$ cat config.mk
export PLATFORM = sky130hd
export DESIGN_NAME = cart_bank_ctrl
export DESIGN_NICKNAME = d
export VERILOG_FILES = /design/src/rtl/cbc_pkg.sv /design/src/rtl/cbc_ctrl_regs.sv /design/src/rtl/cbc_rtc.sv /design/src/rtl/cbc_addr_map.sv /design/src/rtl/cart_bank_ctrl.sv
export SDC_FILE = /design/constraint.sdc
export NUM_CORES = 1
export LEC_CHECK = 0
export ABC_AREA = 1
export ABC_CLOCK_PERIOD_IN_PS = 1490
export BUFFER_PORTS_ARGS = -buffer_cell sky130_fd_sc_hd__buf_2
export CAP_MARGIN = 20
export CORE_MARGIN = 2
export CORE_UTILIZATION = 40
export CTS_CLUSTER_DIAMETER = 100
export CTS_CLUSTER_SIZE = 16
export DETAILED_ROUTE_END_ITERATION = 8
export PLACE_DENSITY = 0.73
export SYNTH_ARGS = -nofsm -noshare
export SYNTH_HDL_FRONTEND = slang
export SYNTH_SLANG_ARGS = --single-unit
$ cat constraint.sdc
create_clock -name clk_i -period 1.49 [get_ports clk_i]
set_input_delay 0.0745 -clock clk_i [delete_from_list [all_inputs] [get_ports clk_i]]
set_output_delay 0.0745 -clock clk_i [all_outputs]
set_load 0.01 [all_outputs]
$ cat src/rtl/cbc_pkg.sv
package cbc_pkg;
  localparam int RAM_BANKS = 4;
  localparam int RAM_BW    = $clog2(RAM_BANKS);
  localparam int ROM_OFS_W = 14;
  localparam int RAM_OFS_W = 13;
  localparam int ROM_BANK_W = 7;
  localparam int ROM_AW    = ROM_BANK_W + ROM_OFS_W;
  localparam int RAM_AW    = RAM_BW + RAM_OFS_W;
  localparam int CLK_REGS  = 5;
  localparam int IDX_W     = 3;

  // control region decoded from addr[14:13] when addr[15] is low
  typedef enum logic [1:0] {
    RG_ENABLE = 2'd0,
    RG_ROMSEL = 2'd1,
    RG_SELECT = 2'd2,
    RG_LATCH  = 2'd3
  } ctl_region_e;
endpackage

$ cat src/rtl/cbc_ctrl_regs.sv
module cbc_ctrl_regs
  import cbc_pkg::*;
#(
  parameter int ROM_BANKS = 128
) (
  input  logic                  clk_i,
  input  logic                  rst_ni,
  input  logic                  wr_en_i,
  input  logic [2:0]            region_i,
  input  logic [7:0]            wdata_i,
  output logic                  ram_en_o,
  output logic [ROM_BANK_W-1:0] rom_bank_o,
  output logic [RAM_BW-1:0]     ram_bank_o,
  output logic                  clk_mode_o,
  output logic [IDX_W-1:0]      clk_idx_o,
  output logic                  latch_o
);
  localparam logic [ROM_BANK_W-1:0] BANK_MASK = ROM_BANK_W'(ROM_BANKS - 1);

  logic        ctl_wr;
  ctl_region_e rg;
  logic [ROM_BANK_W-1:0] bank_nz;
  logic        armed_q;

  assign ctl_wr  = wr_en_i && !region_i[2];
  assign rg      = ctl_region_e'(region_i[1:0]);
  assign bank_nz = (wdata_i[6:0] == '0) ? ROM_BANK_W'(1) : wdata_i[6:0];
  assign latch_o = ctl_wr && rg == RG_LATCH && armed_q && wdata_i == 8'h01;

  always_ff @(posedge clk_i or negedge rst_ni) begin
    if (!rst_ni) begin
      ram_en_o   <= 1'b0;
      rom_bank_o <= ROM_BANK_W'(1);
      ram_bank_o <= '0;
      clk_mode_o <= 1'b0;
      clk_idx_o  <= '0;
      armed_q    <= 1'b0;
    end else if (ctl_wr) begin
      unique case (rg)
        RG_ENABLE: begin
          if (wdata_i == 8'h0A)      ram_en_o <= 1'b1;
          else if (wdata_i == 8'h00) ram_en_o <= 1'b0;
        end
        RG_ROMSEL: rom_bank_o <= bank_nz & BANK_MASK;
        RG_SELECT: begin
          if (wdata_i < 8'(RAM_BANKS)) begin
            ram_bank_o <= wdata_i[RAM_BW-1:0];
            clk_mode_o <= 1'b0;
          end else if (wdata_i >= 8'h08 && wdata_i <= 8'h0C) begin
            clk_idx_o  <= wdata_i[IDX_W-1:0] - IDX_W'(0);
            clk_mode_o <= 1'b1;
          end
        end
        RG_LATCH: armed_q <= (wdata_i == 8'h00);
        default: ;
      endcase
    end
  end
endmodule

$ cat src/rtl/cbc_rtc.sv
module cbc_rtc
  import cbc_pkg::*;
(
  input  logic             clk_i,
  input  logic             rst_ni,
  input  logic             tick_i,
  input  logic             wr_i,
  input  logic [IDX_W-1:0] idx_i,
  input  logic [7:0]       wdata_i,
  input  logic             latch_i,
  output logic [7:0]       rdata_o,
  output logic [5:0]       live_sec_o,
  output logic [7:0]       lat_sec_o
);
  logic [5:0] sec_q, min_q;
  logic [4:0] hr_q;
  logic [8:0] day_q;
  logic [7:0] lat_q [CLK_REGS];

  assign live_sec_o = sec_q;
  assign lat_sec_o  = lat_q[0];

  always_comb begin
    unique case (idx_i)
      3'd0: rdata_o = lat_q[0];
      3'd1: rdata_o = lat_q[1];
      3'd2: rdata_o = lat_q[2];
      3'd3: rdata_o = lat_q[3];
      3'd4: rdata_o = lat_q[4];
      default: rdata_o = 8'hFF;
    endcase
  end

  // live counters: a register write wins over the tick
  always_ff @(posedge clk_i or negedge rst_ni) begin
    if (!rst_ni) begin
      sec_q <= '0; min_q <= '0; hr_q <= '0; day_q <= '0;
    end else if (wr_i) begin
      unique case (idx_i)
        3'd0: sec_q <= wdata_i[5:0];
        3'd1: min_q <= wdata_i[5:0];
        3'd2: hr_q  <= wdata_i[4:0];
        3'd3: day_q[7:0] <= wdata_i;
        3'd4: day_q[8] <= wdata_i[0];
        default: ;
      endcase
    end else if (tick_i) begin
      if (sec_q >= 6'd59) begin
        sec_q <= '0;
        if (min_q >= 6'd59) begin
          min_q <= '0;
          if (hr_q >= 5'd23) begin
            hr_q  <= '0;
            day_q <= day_q + 9'd1;
          end else hr_q <= hr_q + 5'd1;
        end else min_q <= min_q + 6'd1;
      end else sec_q <= sec_q + 6'd1;
    end
  end

  always_ff @(posedge clk_i or negedge rst_ni) begin
    if (!rst_ni) begin
      for (int i = 0; i < CLK_REGS; i++) lat_q[i] <= '0;
    end else if (latch_i) begin
      lat_q[0] <= {2'b0, sec_q};
      lat_q[1] <= {2'b0, min_q};
      lat_q[2] <= {3'b0, hr_q};
      lat_q[3] <= day_q[7:0];
      lat_q[4] <= {lat_q[4][7:1], day_q[8]};
    end else if (wr_i) begin
      unique case (idx_i)
        3'd0: lat_q[0] <= wdata_i;
        3'd1: lat_q[1] <= wdata_i;
        3'd2: lat_q[2] <= wdata_i;
        3'd3: lat_q[3] <= wdata_i;
        3'd4: lat_q[4] <= wdata_i;
        default: ;
      endcase
    end
  end
endmodule

$ cat src/rtl/cbc_addr_map.sv
module cbc_addr_map
  import cbc_pkg::*;
(
  input  logic [15:0]           addr_i,
  input  logic [ROM_BANK_W-1:0] rom_bank_i,
  input  logic [RAM_BW-1:0]     ram_bank_i,
  input  logic                  ram_en_i,
  input  logic                  clk_mode_i,
  input  logic [7:0]            clk_rdata_i,
  output logic                  ext_win_o,
  output logic [ROM_AW-1:0]     rom_addr_o,
  output logic [RAM_AW-1:0]     ram_addr_o,
  output logic                  ram_cs_o,
  output logic [7:0]            ext_rdata_o
);
  logic [ROM_BANK_W-1:0] eff_bank;

  assign eff_bank    = addr_i[14] ? rom_bank_i : '0;
  assign rom_addr_o  = {eff_bank, addr_i[ROM_OFS_W-1:0]};
  assign ram_addr_o  = {ram_bank_i, addr_i[RAM_OFS_W-1:0]};
  assign ext_win_o   = addr_i[15:13] == 3'b101;
  assign ram_cs_o    = ext_win_o && ram_en_i && !clk_mode_i;
  assign ext_rdata_o = clk_mode_i ? clk_rdata_i : 8'hFF;
endmodule

$ cat src/rtl/cart_bank_ctrl.sv
module cart_bank_ctrl
  import cbc_pkg::*;
#(
  parameter int ROM_BANKS = 128
) (
  input  logic              clk_i,
  input  logic              rst_ni,
  input  logic              wr_en_i,
  input  logic [15:0]       addr_i,
  input  logic [7:0]        wdata_i,
  input  logic              sec_tick_i,
  output logic [ROM_AW-1:0] rom_addr_o,
  output logic [RAM_AW-1:0] ram_addr_o,
  output logic              ram_cs_o,
  output logic [7:0]        ext_rdata_o
);
  logic                  ram_en, clk_mode, latch_pulse, ext_win, clk_wr;
  logic [ROM_BANK_W-1:0] rom_bank;
  logic [RAM_BW-1:0]     ram_bank;
  logic [IDX_W-1:0]      clk_idx;
  logic [7:0]            clk_rdata, lat_sec;
  logic [5:0]            live_sec;

  assign clk_wr = wr_en_i && ext_win && clk_mode;

  cbc_ctrl_regs #(.ROM_BANKS(ROM_BANKS)) u_regs (
    .clk_i, .rst_ni, .wr_en_i,
    .region_i  (addr_i[15:13]),
    .wdata_i,
    .ram_en_o  (ram_en),
    .rom_bank_o(rom_bank),
    .ram_bank_o(ram_bank),
    .clk_mode_o(clk_mode),
    .clk_idx_o (clk_idx),
    .latch_o   (latch_pulse)
  );

  cbc_rtc u_rtc (
    .clk_i, .rst_ni,
    .tick_i    (sec_tick_i),
    .wr_i      (clk_wr),
    .idx_i     (clk_idx),
    .wdata_i,
    .latch_i   (latch_pulse),
    .rdata_o   (clk_rdata),
    .live_sec_o(live_sec),
    .lat_sec_o (lat_sec)
  );

  cbc_addr_map u_map (
    .addr_i,
    .rom_bank_i (rom_bank),
    .ram_bank_i (ram_bank),
    .ram_en_i   (ram_en),
    .clk_mode_i (clk_mode),
    .clk_rdata_i(clk_rdata),
    .ext_win_o  (ext_win),
    .rom_addr_o,
    .ram_addr_o,
    .ram_cs_o,
    .ext_rdata_o
  );
endmodule

Word level (Yosys, flattened, before mapping)
Cells that the tools add are included.
{"block": "totals", "regBits": 81, "input_bits": 28, "word_cells": 124, "output_inout_bits": 45}
{"block": "classes", "n_reduce_logical": 44, "muxes": 36, "n_eq_ne": 15, "n_lt_le_gt_ge": 6, "bitwise": 2, "addsub": 4}
{"cell": "two-way mux 40 bit", "count": 2}
{"cell": "two-way mux 6 bit", "count": 9}
{"cell": "two-way mux 8 bit", "count": 6}
{"cell": "two-way mux 9 bit", "count": 5}
{"cell": "case mux 8 bit (5 select lines)", "count": 1}
{"cell": "two-way mux 5 bit", "count": 6}
{"cell": "nonzero test 2 bit", "count": 12}
{"cell": "AND reduction 2 bit", "count": 8}
{"cell": "AND reduction 3 bit", "count": 5}
{"cell": "two-way mux 7 bit", "count": 2}
{"cell": "adder 6 x 1 -> 6 bit, second input constant", "count": 2}
{"cell": "greater-or-equal comparator 6 bit, second input constant", "count": 2}
{"cell": "inequality test 2 x 1 -> 1 bit, second input constant", "count": 5}
{"cell": "AND reduction 5 bit", "count": 2}
{"cell": "adder 9 x 1 -> 9 bit, second input constant", "count": 1}
{"cell": "logical AND 1 bit", "count": 9}
{"cell": "== test 8 x 1 -> 1 bit, second input constant", "count": 1}
{"cell": "== test 8 x 4 -> 1 bit, second input constant", "count": 1}
{"cell": "greater-or-equal comparator 8 x 4 -> 1 bit, second input constant", "count": 1}
{"cell": "less-or-equal comparator 8 x 4 -> 1 bit, second input constant", "count": 1}
{"cell": "logical NOT 8 bit", "count": 1}
{"cell": "< comparator 8 x 3 -> 1 bit, second input constant", "count": 1}
{"cell": "AND reduction 4 bit", "count": 2}
{"cell": "logical NOT 7 bit", "count": 1}
{"cell": "12 further kinds", "count": 21}

Longest topological paths before layout
{"block": "depth", "word_depth": 7, "mapped_depth": 11, "mapped_depth_nobuf": 10}

Cells and area by module
Synthesis repeated with hierarchy kept, for this count alone.
{"block": "hier_totals", "hier_cells": 643, "hier_area_um2": 4878.4}
{"module": "cbc_rtc", "cells_per_inst": 488, "area_per_inst_um2": 3712.3, "n_inst": 1}
{"module": "cbc_ctrl_regs", "cells_per_inst": 94, "area_per_inst_um2": 789.5, "n_inst": 1}
{"module": "cbc_addr_map", "cells_per_inst": 58, "area_per_inst_um2": 362.8, "n_inst": 1}
{"module": "cart_bank_ctrl", "cells_per_inst": 3, "area_per_inst_um2": 13.8, "n_inst": 1}

Worst setup path before layout
OpenSTA, ideal clock, no wires.
{"block": "synth_timing", "kind": "reg2reg", "startpoint": "register u_rtc.min_q[0]", "endpoint": "register u_rtc.day_q[5]", "path_buffers": 0, "stages_incl_launch_ff": 9, "arrival_ps": 1394, "synth_period_minus_slack_ps": 1511, "setup_ps": 117, "path_slack_ps": -21, "path_cell_list": "dfrtp_1 > ha_1 > or2_2 > nand2_1 > nand2_1 > nand2_1 > nor2_4 > nor2_1 > nor2_1"}
{"block": "synth_between", "elab_chain_len": 3}
{"element": "start: declaration", "line_no": "cbc_rtc.sv:15", "rtl": "logic [5:0] sec_q, min_q;"}
{"element": "start signal: assignment", "line_no": "cbc_rtc.sv:41", "rtl": "3'd1: min_q <= wdata_i[5:0];"}
{"element": "start signal: assignment", "line_no": "cbc_rtc.sv:56", "rtl": "end else min_q <= min_q + 6'd1;"}
{"element": "greater-or-equal comparator 6 bit", "line_no": "cbc_rtc.sv:50", "rtl": "if (min_q >= 6'd59) begin"}
{"element": "nonzero test 2 bit (no source line)"}
{"element": "AND reduction 5 bit (no source line)"}
{"element": "end signal: assignment", "line_no": "cbc_rtc.sv:43", "rtl": "3'd3: day_q[7:0] <= wdata_i;"}
{"element": "end signal: assignment", "line_no": "cbc_rtc.sv:54", "rtl": "day_q <= day_q + 9'd1;"}
{"element": "end: declaration", "line_no": "cbc_rtc.sv:17", "rtl": "logic [8:0] day_q;"}
Every way passes these cells.
A chain may end at the register's enable or synchronous reset.

Worst setup path after layout
{"block": "layout_timing", "startpoint": "register u_regs.clk_idx_o[1]", "endpoint": "output port ext_rdata_o[3]"}
{"block": "layout_between", "elab_chain_len": 3, "elab_cells_between_ends": 7, "cone_classes": "4 x eq/ne; 2 x mux; 1 x reduce/logical"}
{"element": "start: declaration", "line_no": "cbc_ctrl_regs.sv:15", "rtl": "output logic [IDX_W-1:0] clk_idx_o,"}
{"element": "start signal: assignment", "line_no": "cbc_ctrl_regs.sv:50", "rtl": "clk_idx_o <= wdata_i[IDX_W-1:0] - IDX_W'(0);"}
{"element": "== test 3 bit, or another cell as far along", "line_no": "cbc_rtc.sv:24", "rtl": "unique case (idx_i)"}
{"element": "case mux 8 bit (5 select lines) *", "line_no": "cbc_rtc.sv:24"}
{"element": "two-way mux 8 bit *", "line_no": "cbc_addr_map.sv:23", "rtl": "assign ext_rdata_o = clk_mode_i ? clk_rdata_i : 8'hFF;"}
{"element": "end: declaration", "line_no": "cart_bank_ctrl.sv:15", "rtl": "output logic [7:0] ext_rdata_o"}
Every way passes the cells marked *; elsewhere a longest branch is shown, timed or not.

==> impl_metrics.env <==
export IMPL_status="finished, violations left"
export IMPL_violations="setup timing"
export IMPL_routabilityCongestion=0.888
export IMPL_dieHeight_um=113
export IMPL_cap_violations=0
export IMPL_design_area_sq_um=6130
export IMPL_cts_buffers=9
export IMPL_grt_max_degree=82
export IMPL_wirelength_um=13900
export IMPL_start_util_pct=41.2
export IMPL_dpl_hpwl_um=9130
export IMPL_hold_class="in -> reg"
export IMPL_drt_drc_violations_left=0
export IMPL_final_cells=869
export IMPL_grtUsageTotal_pct=21.5
export IMPL_ys_flop_type="dfrtp_1"
export IMPL_skew_ns=0.0115
export IMPL_antenna_found_initial=0
export IMPL_coreArea_sq_um=11500
export IMPL_dp_cells=834
export IMPL_async_reset_ff_share_pct=100
export IMPL_clock_latency_ns=0.34
export IMPL_maxSlewHeadroom_pct=68.2
export IMPL_p_sw_uw=1740
export IMPL_place_area_sq_um=5250
export IMPL_path_common_cell="nand2_1"
export IMPL_post_drt_wl_per_cell_um=16.0
export IMPL_wl_met3_um=1030
export IMPL_highest_layer="met4"
export IMPL_cp_arrival_ns=1.72
export IMPL_overflow=0
export IMPL_vias=4644
export IMPL_netlist_area_sq_um=4730
export IMPL_timing_rr_start="u_regs.clk_idx_o[0]"
export IMPL_ios=73
export IMPL_slowest_stage="dfrtp_2"
export IMPL_routed_via_density=5.34
export IMPL_synth_edf_count=0
export IMPL_clock_path_buffers=2
export IMPL_worstPathMaxFanout=6
export IMPL_synth_cells=646
export IMPL_total_power_uw=6140
export IMPL_die_area_sq_um=12700
export IMPL_fin_nets=753
export IMPL_cts_root_buf="clkbuf_16"
export IMPL_hp_start="wdata_i[7]"
export IMPL_fmax_ghz=0.557
export IMPL_cts_sinks=81
export IMPL_setup_viol=56
export IMPL_grt_pass1_wl_um=21600
export IMPL_crit_buf_inv=3
export IMPL_ir_drop_v=0.000500
export IMPL_grt_pass1_vias=4275
export IMPL_tightest_slew_ns=0.477
export IMPL_endpoint_kind="output pin"
export IMPL_ys_seq_area_share_pct=42.9
export IMPL_fin_crit_sh_pct=120
export IMPL_rsz0062_at_grt="yes"
export IMPL_startpoint_type="flop"
export IMPL_criticalPathCategory="reg -> out"
export IMPL_hold_violations=0
export IMPL_cts_clk_slew_worst_paths_ns=0.06
export IMPL_fin_crit_ns=1.79
export IMPL_cts_tree="done"
export IMPL_dr_pass1_iters=5
export IMPL_ys_types=34
export IMPL_final_cell_mix="185 x nand2_1, 76 x dfrtp_1, 72 x nand3_1"
export IMPL_crit_start="u_regs.clk_idx_o[1]"
export IMPL_worstPathRequired_ns=1.42
export IMPL_p_leak_uw=0.00314
export IMPL_htree_levels=3
export IMPL_rows=39
export IMPL_ys_warnings_count=0
export IMPL_pwr_share_clk_pct=38.5
export IMPL_power_frac_comb_pct=20.6
export IMPL_synth_nets=678
export IMPL_syn_area_per_cell_sq_um=7.32
export IMPL_cp_cell_sequence="inv_4 > nor3_4 > buf_12 > nand2_1 > nand2_1 > a21oi_1 > o211ai_1 > buf_2"
export IMPL_sequentialPowerShare_pct=40.9
export IMPL_p_int_uw=4390
export IMPL_power_switching_share_pct=28.4
export IMPL_wl_met2_um=6630
export IMPL_powerDensity_nw_per_um2=1000
export IMPL_drive_above_1_share_pct=30.4
export IMPL_fin_ws_ns=-0.305
export IMPL_drt_first_iter_violations=426
export IMPL_crit_family="flip-flops"
export IMPL_slowest_delay_ns=0.44
export IMPL_maxSlewViolCount=0
export IMPL_wl_met1_um=5830
export IMPL_portBuffers=33
export IMPL_final_common_cell="nand2_1"
export IMPL_fp_dieW_um=113
export IMPL_diodes=0
export IMPL_ant_nets=0
export IMPL_synth_seq_cells=81
export IMPL_syn_to_final_growth_pct=29.7
export IMPL_dp_slack_ns=-0.0617
cells by family (layout without fill, tap and decap cells):
kind of cell / Yosys count / count (layout) / share of synthesized area (%)
AND/OR/NAND/NOR: 366 / 367 / 34.1
buffers and inverters: 107 / 186 / 11.6
AO/OA/AOI/OAI: 83 / 83 / 9.39
flip-flops: 81 / 81 / 42.9
XOR/XNOR: 5 / 5 / 0.926
adder cells (fa/ha/maj): 4 / 4 / 1.06
registers in the layout, indices dropped and copies added, names as in the netlist:
register / cells
u_rtc.lat_sec_o: 8
u_regs.rom_bank_o: 7
u_regs.clk_mode_o: 1
u_rtc.lat_q: 32
u_rtc.min_q: 6
u_rtc.day_q: 9
u_rtc.hr_q: 5
u_regs.ram_en_o: 1
u_regs.armed_q: 1
u_regs.ram_bank_o: 2
u_regs.clk_idx_o: 3
u_rtc.live_sec_o: 6
routing by layer:
metal | global-route usage, % | vias to the layer above
met3 | 2.95 | 46
li1 | - | 2215
met4 | 10.5 | 0
met5 | 0 | -
met1 | 29.0 | 2195
met2 | 34.1 | 188
what timing repair did:
item / in CTS / in global routing
cloned: 1 / 2
endpoints found under the hold margin: 80 / 0
endpoints found under the setup margin: 27 / 66
hold buffers: 1 / 0
buffers inserted: 8 / 8
gates resized for setup: 35 / 79
pin swaps: 6 / 20
power groups by stage:
stage | sequential (uW) | clock [uW] | combinational [uW]
after global routing | 2520 | 2470 | 1410
after global placement | 2520 | 0 | 1050
after floorplan | 2540 | 0 | 643
final | 2510 | 2360 | 1270
after detailed placement | 2530 | 0 | 1060
after CTS | 2490 | 2370 | 1110
worst paths after layout:
path	to	slack, ns	depth (start not counted)
setup reg to reg	u_rtc.live_sec_o[2]	-0.16	10
max in group asynchronous	u_regs.clk_idx_o[0]	0.79	3
hold / removal	u_rtc.lat_q[7]	0.03	3
min in group asynchronous	u_regs.ram_bank_o[0]	0.29	3
hold reg to reg	u_regs.rom_bank_o[4]	0.48	2
setup / recovery	ext_rdata_o[3]	-0.30	8
per-stage QoR:
stage                     util (%)  TNS (ns)  hold WS, ns
after floorplan                  -   -0.0122       -0.221
after global placement        45.8    -0.222        0.145
after detailed placement      45.8    -0.587        0.144
after CTS                     50.2     -1.97       0.0373
after global routing          53.5     -9.70       0.0698
final                         53.5     -5.42       0.0315
cell usage after synthesis (4+ instances only):
| cell | count | area (sq um) |
|---|---|---|
| a21oi_1 | 25 | 125 |
| buf_4 | 30 | 225 |
| buf_6 | 4 | 45.0 |
| clkbuf_1 | 4 | 15.0 |
| dfrtp_1 | 80 | 2000 |
| ha_1 | 4 | 50.1 |
| inv_1 | 57 | 214 |
| inv_2 | 8 | 30.0 |
| nand2_1 | 206 | 773 |
| nand2_2 | 8 | 50.1 |
| nand3_1 | 90 | 450 |
| nor2_1 | 39 | 146 |
| nor2_4 | 7 | 78.8 |
| o21ai_0 | 40 | 200 |
| o21ai_1 | 6 | 30.0 |
area by class of cell:
class / instances / area [sq um]
Clock inverter: 6 / 82.6
Multi-Input combinational cell: 459 / 2490
Timing Repair Buffer: 104 / 843
Clock buffer: 10 / 229
Sequential cell: 81 / 2030
Inverter: 65 / 264
Timing Repair inverter: 1 / 7.51
Fill cell: 1040 / 5340
Tap cell: 143 / 179
tightest hold or removal path: stages:
cell and delay (ns):
buf_2 0.11, inv_1 0.07, o21ai_0 0.08
No activity file was read; power rests on OpenSTA's default activity.
